$ cat config.mk
export PLATFORM = sky130hd
export DESIGN_NAME = adc_seq_top
export DESIGN_NICKNAME = d
export VERILOG_FILES = /design/src/rtl/adc_seq_pkg.sv /design/src/rtl/adc_seq_trig.sv /design/src/rtl/adc_seq_regs.sv /design/src/rtl/adc_seq_fsm.sv /design/src/rtl/adc_seq_top.sv
export SDC_FILE = /design/constraint.sdc
export NUM_CORES = 1
export LEC_CHECK = 0
export ABC_AREA = 1
export BUFFER_PORTS_ARGS = -buffer_cell sky130_fd_sc_hd__buf_2
export CAP_MARGIN = 20
export CORE_MARGIN = 2
export CORE_UTILIZATION = 45
export CTS_CLUSTER_SIZE = 40
export DETAILED_ROUTE_END_ITERATION = 10
export PLACE_DENSITY = 0.78
export SYNTH_ARGS = -nofsm -noshare
export SYNTH_HDL_FRONTEND = slang
export SYNTH_SLANG_ARGS = --single-unit
$ cat constraint.sdc
create_clock -name clk -period 2.2 [get_ports clk]
set_clock_uncertainty 0.05 [all_clocks]
set_input_delay 0.22 -clock clk [delete_from_list [all_inputs] [get_ports clk]]
set_output_delay 0.22 -clock clk [all_outputs]
set_load 0.03 [all_outputs]
$ cat src/rtl/adc_seq_pkg.sv
package adc_seq_pkg;
    localparam int RES   = 8;
    localparam int NCH   = 8;
    localparam int CH_W  = $clog2(NCH);
    localparam int BUS_W = 8;

    typedef enum logic [2:0] {
        ST_IDLE,
        ST_SAMPLE,
        ST_DECIDE,
        ST_SETTLE,
        ST_PDOWN
    } seq_state_t;

    // Control register layout, MSB first
    typedef struct packed {
        logic            pdown;
        logic            trig_en;
        logic            run;
        logic            cont;
        logic            fast;
        logic [CH_W-1:0] chan;
    } ctrl_t;

    localparam logic ADDR_CTRL = 1'b0;
    localparam logic ADDR_DATA = 1'b1;
endpackage

$ cat src/rtl/adc_seq_trig.sv
module adc_seq_trig (
    input  logic clk,
    input  logic rst_n,
    input  logic pin_n,
    output logic fell
);
    logic [2:0] sync_q;

    always_ff @(posedge clk or negedge rst_n) begin
        if (!rst_n) begin
            sync_q <= 3'b111;
        end else begin
            sync_q <= {sync_q[1:0], pin_n};
        end
    end

    // sync_q[1] is the second synchroniser stage, sync_q[2] its delayed copy
    assign fell = sync_q[2] & ~sync_q[1];
endmodule

$ cat src/rtl/adc_seq_regs.sv
module adc_seq_regs
    import adc_seq_pkg::*;
#(
    parameter int RW = RES
) (
    input  logic             clk,
    input  logic             rst_n,
    input  logic             wr_en,
    input  logic             rd_en,
    input  logic             addr,
    input  logic [BUS_W-1:0] wdata,
    output logic [BUS_W-1:0] rdata,
    input  logic             trig_fell,
    input  logic             done,
    input  logic [RW-1:0]    result,
    output ctrl_t            ctrl,
    output logic [RW-1:0]    data_q,
    output logic             eoc_q
);
    ctrl_t ctrl_q;
    ctrl_t wr_val;

    always_comb begin
        wr_val = ctrl_t'(wdata);
        if (wr_val.pdown) begin
            wr_val.run = 1'b0;
        end
    end

    always_ff @(posedge clk or negedge rst_n) begin
        if (!rst_n) begin
            ctrl_q <= '0;
            data_q <= '0;
            eoc_q  <= 1'b0;
        end else begin
            if (rd_en && addr == ADDR_DATA) begin
                eoc_q <= 1'b0;
            end
            if (done) begin
                data_q <= result;
                eoc_q  <= 1'b1;
                if (!ctrl_q.cont) begin
                    ctrl_q.run <= 1'b0;
                end
            end
            if (trig_fell && ctrl_q.trig_en && !ctrl_q.pdown) begin
                ctrl_q.run <= 1'b1;
            end
            if (wr_en && addr == ADDR_CTRL) begin
                ctrl_q <= wr_val;
            end
        end
    end

    always_comb begin
        rdata = '0;
        if (addr == ADDR_CTRL) begin
            rdata = BUS_W'(ctrl_q);
        end else begin
            rdata[RW-1:0] = data_q;
        end
    end

    assign ctrl = ctrl_q;
endmodule

$ cat src/rtl/adc_seq_fsm.sv
module adc_seq_fsm
    import adc_seq_pkg::*;
#(
    parameter int RW         = RES,
    parameter int SAMP_SLOW  = 84,
    parameter int SAMP_FAST  = 48,
    parameter int SLOT_SLOW  = 6,
    parameter int SLOT_FAST  = 3,
    parameter int SETTLE_CYC = 6
) (
    input  logic          clk,
    input  logic          rst_n,
    input  logic          run,
    input  logic          fast,
    input  logic          cont,
    input  logic          pdown,
    input  logic          cmp_in,
    output seq_state_t    state,
    output logic          sample_en,
    output logic          analog_en,
    output logic [RW-1:0] dac_code,
    output logic          done,
    output logic [RW-1:0] result
);
    localparam int MAXC  = (SAMP_SLOW > SAMP_FAST) ? SAMP_SLOW : SAMP_FAST;
    localparam int CNT_W = $clog2(MAXC + 1);
    localparam int IDX_W = $clog2(RW);
    localparam logic [CNT_W-1:0] SAMP_S_LAST = CNT_W'(SAMP_SLOW - 1);
    localparam logic [CNT_W-1:0] SAMP_F_LAST = CNT_W'(SAMP_FAST - 1);
    localparam logic [CNT_W-1:0] SLOT_S_LAST = CNT_W'(SLOT_SLOW - 1);
    localparam logic [CNT_W-1:0] SLOT_F_LAST = CNT_W'(SLOT_FAST - 1);
    localparam logic [CNT_W-1:0] SETL_LAST   = CNT_W'(SETTLE_CYC - 1);
    localparam logic [IDX_W-1:0] TOP_IDX     = IDX_W'(RW - 1);

    seq_state_t       state_q, state_d;
    logic [CNT_W-1:0] cnt_q, cnt_d;
    logic [IDX_W-1:0] idx_q, idx_d;
    logic [RW-1:0]    sar_q, sar_d;
    logic             fast_q, fast_d;
    logic [CNT_W-1:0] samp_last, slot_last;

    assign samp_last = fast_q ? SAMP_F_LAST : SAMP_S_LAST;
    assign slot_last = fast_q ? SLOT_F_LAST : SLOT_S_LAST;

    // state register
    always_ff @(posedge clk or negedge rst_n) begin
        if (!rst_n) begin
            state_q <= ST_IDLE;
            cnt_q   <= '0;
            idx_q   <= '0;
            sar_q   <= '0;
            fast_q  <= 1'b0;
        end else begin
            state_q <= state_d;
            cnt_q   <= cnt_d;
            idx_q   <= idx_d;
            sar_q   <= sar_d;
            fast_q  <= fast_d;
        end
    end

    // next state
    always_comb begin
        state_d = state_q;
        cnt_d   = cnt_q;
        idx_d   = idx_q;
        sar_d   = sar_q;
        fast_d  = fast_q;
        unique case (state_q)
            ST_PDOWN: begin
                if (!pdown) begin
                    state_d = ST_IDLE;
                end
            end
            ST_IDLE: begin
                if (run) begin
                    state_d = ST_SAMPLE;
                    cnt_d   = '0;
                    fast_d  = fast;
                    sar_d   = '0;
                end
            end
            ST_SAMPLE: begin
                if (cnt_q == samp_last) begin
                    state_d        = ST_DECIDE;
                    cnt_d          = '0;
                    sar_d          = '0;
                    sar_d[TOP_IDX] = 1'b1;
                    idx_d          = TOP_IDX;
                end else begin
                    cnt_d = cnt_q + 1'b1;
                end
            end
            ST_DECIDE: begin
                if (cnt_q == slot_last) begin
                    cnt_d = '0;
                    if (!cmp_in) begin
                        sar_d[idx_q] = 1'b0;
                    end
                    if (idx_q == '0) begin
                        state_d = ST_SETTLE;
                    end else begin
                        sar_d[idx_q - 1'b1] = 1'b1;
                        idx_d               = idx_q - 1'b1;
                    end
                end else begin
                    cnt_d = cnt_q + 1'b1;
                end
            end
            ST_SETTLE: begin
                if (cnt_q == SETL_LAST) begin
                    cnt_d = '0;
                    if (cont) begin
                        state_d = ST_SAMPLE;
                        fast_d  = fast;
                        sar_d   = '0;
                    end else begin
                        state_d = ST_IDLE;
                    end
                end else begin
                    cnt_d = cnt_q + 1'b1;
                end
            end
            default: state_d = ST_IDLE;
        endcase
        if (pdown) begin
            state_d = ST_PDOWN;
        end else if (!run && (state_q == ST_SAMPLE || state_q == ST_DECIDE
                              || state_q == ST_SETTLE)) begin
            state_d = ST_IDLE;
        end
    end

    // outputs
    always_comb begin
        sample_en = (state_q == ST_SAMPLE);
        analog_en = (state_q != ST_PDOWN);
        dac_code  = sar_q;
        result    = sar_q;
        done      = (state_q == ST_SETTLE) && (cnt_q == SETL_LAST) && run && !pdown;
    end

    assign state = state_q;
endmodule

$ cat src/rtl/adc_seq_top.sv
module adc_seq_top
    import adc_seq_pkg::*;
(
    input  logic             clk,
    input  logic             rst_n,
    input  logic             wr_en,
    input  logic             rd_en,
    input  logic             addr,
    input  logic [BUS_W-1:0] wdata,
    output logic [BUS_W-1:0] rdata,
    input  logic             ext_trig_n,
    input  logic             cmp_in,
    output logic [CH_W-1:0]  chan_sel,
    output logic             sample_en,
    output logic             analog_en,
    output logic [RES-1:0]   dac_code,
    output logic             eoc
);
    ctrl_t          ctrl;
    logic           trig_fell;
    logic           done;
    logic [RES-1:0] result;
    logic [RES-1:0] data_q;
    seq_state_t     state;

    adc_seq_trig u_trig (
        .clk   (clk),
        .rst_n (rst_n),
        .pin_n (ext_trig_n),
        .fell  (trig_fell)
    );

    adc_seq_regs #(.RW(RES)) u_regs (
        .clk       (clk),
        .rst_n     (rst_n),
        .wr_en     (wr_en),
        .rd_en     (rd_en),
        .addr      (addr),
        .wdata     (wdata),
        .rdata     (rdata),
        .trig_fell (trig_fell),
        .done      (done),
        .result    (result),
        .ctrl      (ctrl),
        .data_q    (data_q),
        .eoc_q     (eoc)
    );

    adc_seq_fsm #(.RW(RES)) u_fsm (
        .clk       (clk),
        .rst_n     (rst_n),
        .run       (ctrl.run),
        .fast      (ctrl.fast),
        .cont      (ctrl.cont),
        .pdown     (ctrl.pdown),
        .cmp_in    (cmp_in),
        .state     (state),
        .sample_en (sample_en),
        .analog_en (analog_en),
        .dac_code  (dac_code),
        .done      (done),
        .result    (result)
    );

    assign chan_sel = ctrl.chan;
endmodule

Word level (Yosys, flattened, before mapping). Index checks and enable logic that the tools add are counted.

Register bits: 42. Bits of input ports: 15. Output and inout port bits: 22. Word-level logic and storage cells: 118.

Add/sub/neg operators: 2. Magnitude comparators: 4. Equal/unequal tests: 19. Mux-type cells: 46. Bitwise gates (word level): 6. Reduce and logical (&&, ||, !) cells: 27.

Operators by type and width (count): $mux W8 (10); $mux W7 (5); $mux W3 (11); $pmux W8 S4 (1); $pmux W7 S4 (1); $ne A4 B3 Y1 const B (4); $eq A7 B7 Y1 (2); $mux W1 (12); $pmux W3 S4 (1); $logic_and A1 B1 Y1 (10); $and A8 B8 Y8 (1); $lt A3 B4 Y1 const B (2); $not A8 Y8 (1); $or A8 B8 Y8 (1); $reduce_and A4 Y1 (2); $add A7 B1 Y7 const B (1); $eq A7 B3 Y1 const B (1); $demux W1 S3 (2); $eq A3 B2 Y1 const B (2); $ge A3 B1 Y1 const B (2); $logic_not A3 Y1 (2); $mux W6 (1); $ne A2 B1 Y1 const B (3); $ne A2 B2 Y1 const B (3); other kinds (16) (23).

Logic depth before layout (Yosys ltp).
Depth after elaboration: 13. Mapped depth: 12. Depth with buffers taken out: 12.

By module. From an unflattened synthesis, not the netlist that was laid out.

Cells, all modules: 355. Area total of the unflattened synthesis: 2628.8 sq um.

Modules (own cells, without submodules): adc_seq_fsm (times used 1, cells an instance 254, area an instance 1737.9 sq um, seq. area each 550.5 sq um); adc_seq_regs (times used 1, cells an instance 96, area an instance 802.0 sq um, seq. area each 425.4 sq um); adc_seq_trig (times used 1, cells an instance 5, area an instance 88.8 sq um, seq. area each 78.8 sq um).

Worst setup path before layout. No wires, ideal clock.

Kind: flip-flop to flip-flop. Start point: reg u_fsm.state_q[2], in the netlist u_fsm.state[2]. End point: reg u_fsm.sar_q[5], in the netlist u_fsm.dac_code[5]. Data arrival time: 1.561 ns. Required time: 2.076 ns. Slack: 0.515 ns. Stages on the path, launching flop included: 9. Buffers on the path: 1. Cell sequence: dfrtp_1 -> inv_2 -> nand2_2 -> nor2_2 -> nand2_1 -> nand4_4 -> buf_6 -> nand2_1 -> o21ai_2.

Longest elaborated chain between the ends: 3. Elaborated cells on any way between the ends: 12.

Ends and longest elaborated chain: start: declaration (RTL line adc_seq_fsm.sv:35) `seq_state_t state_q, state_d;`; start signal: assignment (RTL line adc_seq_fsm.sv:54) `state_q <= state_d;`; $eq A3 B1 Y1 (*); net sample_en (RTL line adc_seq_top.sv:14) `output logic sample_en,`; $ne A2 B1 Y1 (no source line) or $reduce_bool A4 Y1 (tied branches); $reduce_and A6 Y1 (no source line); end signal: assignment (RTL line adc_seq_fsm.sv:57) `sar_q <= sar_d;`; end: declaration (RTL line adc_seq_fsm.sv:38) `logic [RW-1:0] sar_q, sar_d;`.

The timed path passes the listed nets; every way through them passes the cells marked *. A chain may end at the register's enable or synchronous reset.

Worst setup path in the final report.
Start point: reg u_fsm.cnt_q[1]. End point: reg, netlist name u_regs.ctrl[5].

Longest elaborated chain between the ends: 6.

Ends and longest elaborated chain: start: declaration (RTL line adc_seq_fsm.sv:36) `logic [CNT_W-1:0] cnt_q, cnt_d;`; start signal: assignment (RTL line adc_seq_fsm.sv:55) `cnt_q <= cnt_d;`; $eq A7 B3 Y1 (RTL line adc_seq_fsm.sv:140) `done = (state_q == ST_SETTLE) && (cnt_q == SETL_LAST) && run && !pdown;`; $logic_and A1 B1 Y1 (3 in a row) (RTL line adc_seq_fsm.sv:140); $reduce_bool A3 Y1 (no source line); $reduce_and A2 Y1 (no source line).

Every way passes these cells.

==> impl_metrics.ini <==
[final_layout]
final_cell_mix = 103 x nand2_1, 39 x dfrtp_1, 36 x inv_1, 36 x nor2_1, 36 x buf_2
drive_above_1_share_pct = 19.2
final_nets = 383
final_common_cell = nand2_1
final_area_mm2 = 0.00273
fillers = 484
syn_to_final_growth_pct = 13.9
instances_no_fill = 435
antennaDiodeCount = 0

[drt]
wl_per_cell_um = 12.2
ant_nets = 0
vias = 2145
drc = 0
drtIter0Drc = 197
drt_wl_total_um = 5300
vias_per_cell = 4.93
drt-pass1-iter-count = 4

[sta]
setup_viol = 0
period_needed_ps = 1810
max_slew_margin_pct = 74.6
fin_hold_ws_ps = 74.4
final_hold_viol_count = 0
min_period_over_period_pct = 82.2
rsz0062_at_grt = false
worst_pin_slew_ps = 380
finalMaxSlewViolations = 0
fmax_mhz = 553
tns_ps = 0

[placement]
place_area_mm2 = 0.00262
numPortBuffers = 36
dp_hpwl_um = 4140
gp_congestion = 0.873
dp_cells = 425

[logic_synthesis]
seq_area_frac_synth_pct = 44.1
synth_top_cell_by_area = dfrtp_1
synth.cell_area_mm2 = 0.00239
synth_area_leaders = dfrtp_1 41%, nand2_1 16%, o21ai_0 6.1%
synth_top_area_share_pct = 40.8
syn-num-nets = 345
synth-seq-cells = 42
syn_inst = 326
synth_cell_type_count = 30
syn_avg_cell_area_um2 = 7.34
yosysWarnings = 0

[run]
maxCapViolations = 0

[floorplanning]
core_area_mm2 = 0.00511
dieArea_mm2 = 0.00592
start_util_pct = 46.9
die_x_um = 76.9
std_cell_rows = 26
ioPinCount = 37
die_y_um = 76.9

[pwr]
powerDensity_mw_per_mm2 = 968
ir_drop_v = 0.000567
power_mw = 2.64
power_leakage_nw = 1.42

[critical_path]
worstSetupStartpointType = flop
path_cells = inv_1, ha_1, nand2_1, inv_1, nand3_1, inv_1, nand4_2, o21ai_0, a21oi_1
arrival_ps = 1930
crit_top_cell = inv_1
cp.required_ps = 2320
crit_path_max_incr_delay_ps = 430
cp_max_fo = 18
cp_slowest_cell = dfrtp_1
reg2reg_slack_ps = 390
end_kind = flop
crit_family = flip-flops
path_buf_inv = 3
worstSetupPathType = flop to flop

[global_route]
grt_max_degree = 19
antenna_found_initial = 0
track_usage_pct = 19.4
grt_pass1_wl_um = 9370
gr-total-overflow = 0
grt_pass1_vias = 2092

[clock_network]
numCtsBuffers = 5
h-tree-depth = 2
postCtsResizedCells = 0
clock_path_buffers = 2
cts.clk_slew.worst_paths_ps = 70
cts_root_buffer = clkbuf_8
clkSinkCount = 42
cts_tree = yes
clock_latency_ps = 290

[run_status]
outcome = finished clean

[min_path]
holdCritPathClass = input pin to flop
-- worst paths after layout --
kind / startpoint / end / cells past startpoint
worst max-delay path: u_fsm.cnt_q[1] / u_regs.ctrl[5] / 9
worst min-delay path: wdata[2] / u_regs.ctrl[2] / 3
worst max register to register: u_fsm.cnt_q[1] / u_regs.ctrl[5] / 9
worst min register to register: u_trig.sync_q[0] / u_trig.sync_q[1] / 0
max in group asynchronous: rst_n / u_trig.sync_q[0] / 3
min in group asynchronous: rst_n / u_fsm.cnt_q[3] / 2
-- cell usage after synthesis, drive strengths merged --
cell	instances
xor2	3
xnor2	1
o21ai	41
a31oi	1
nand3b	1
a21oi	13
dfrtp	39
o31ai	1
nand2	106
nand3	16
ha	4
inv	41
clkbuf	3
o2bb2ai	1
nor3	2
nor2	39
nand4	4
dfstp	3
buf	7
-- sequential cells by signal, indices dropped and copies added (netlist names) --
signal          count
u_fsm.cnt_q         7
u_regs.data_q       8
u_regs.ctrl         8
u_fsm.dac_code      8
u_fsm.idx_q         3
u_fsm.state         3
u_regs.eoc_q        1
u_fsm.fast_q        1
u_trig.sync_q       3
-- per-layer routing --
metal	share of wire [%]	vias to the layer above	global-route usage, %
met3	6.0	8	3.41
met5	0	-	0
met2	47	66	31.8
li1	-	1097	-
met4	1.0	0	5.45
met1	46	974	26.4
-- per-stage QoR --
stage                     utilization [%]  setup WS, ps
final                                53.4           392
after global placement               51.4           467
after CTS                            53.4           387
after detailed placement             51.4           413
after global routing                 53.4           152
after floorplan                         -           515
-- layout make-up --
cell class	instances	area [um2]	share of cell area (%)
multi-input combinational	233	1120	41.3
sequential	42	1050	38.7
timing repair buffer	41	223	8.17
inverter	41	154	5.64
tap	70	87.6	3.21
clock buffer	6	72.6	2.66
clock inverter	2	10.0	0.367
-- worst register-to-register path: stages, from the launching register on --
cell and delay (ps):
dfrtp_1 430, inv_1 110, ha_1 140, nand2_1 50, inv_1 60, nand3_1 70, inv_1 100, nand4_2 310
o21ai_0 280, a21oi_1 100
-- kinds of logic (layout without fill, tap and decap cells) --
family	count (synthesis)	after routing	share of synthesized area [%]
buffers and inverters	51	90	8.94
flip-flops	42	42	44.1
AO/OA/AOI/OAI	57	57	13.3
adder cells (fa/ha/maj)	4	4	2.09
XOR/XNOR	4	4	1.46
AND/OR/NAND/NOR	168	168	30.1
-- timing repair --
item,4_1_cts,5_1_grt
setup buffers,0,0
hold endpoints to repair,13,0
hold buffers,2,0
-- report_power, final --
part,switching [mW],internal [mW],leakage [nW]
Clock,0.246,0.220,0.0450
Combinational,0.814,0.334,0.826
Sequential,0.139,0.886,0.550
Total,1.20,1.44,1.42
Note: power is estimated with default switching activity, not from simulation.
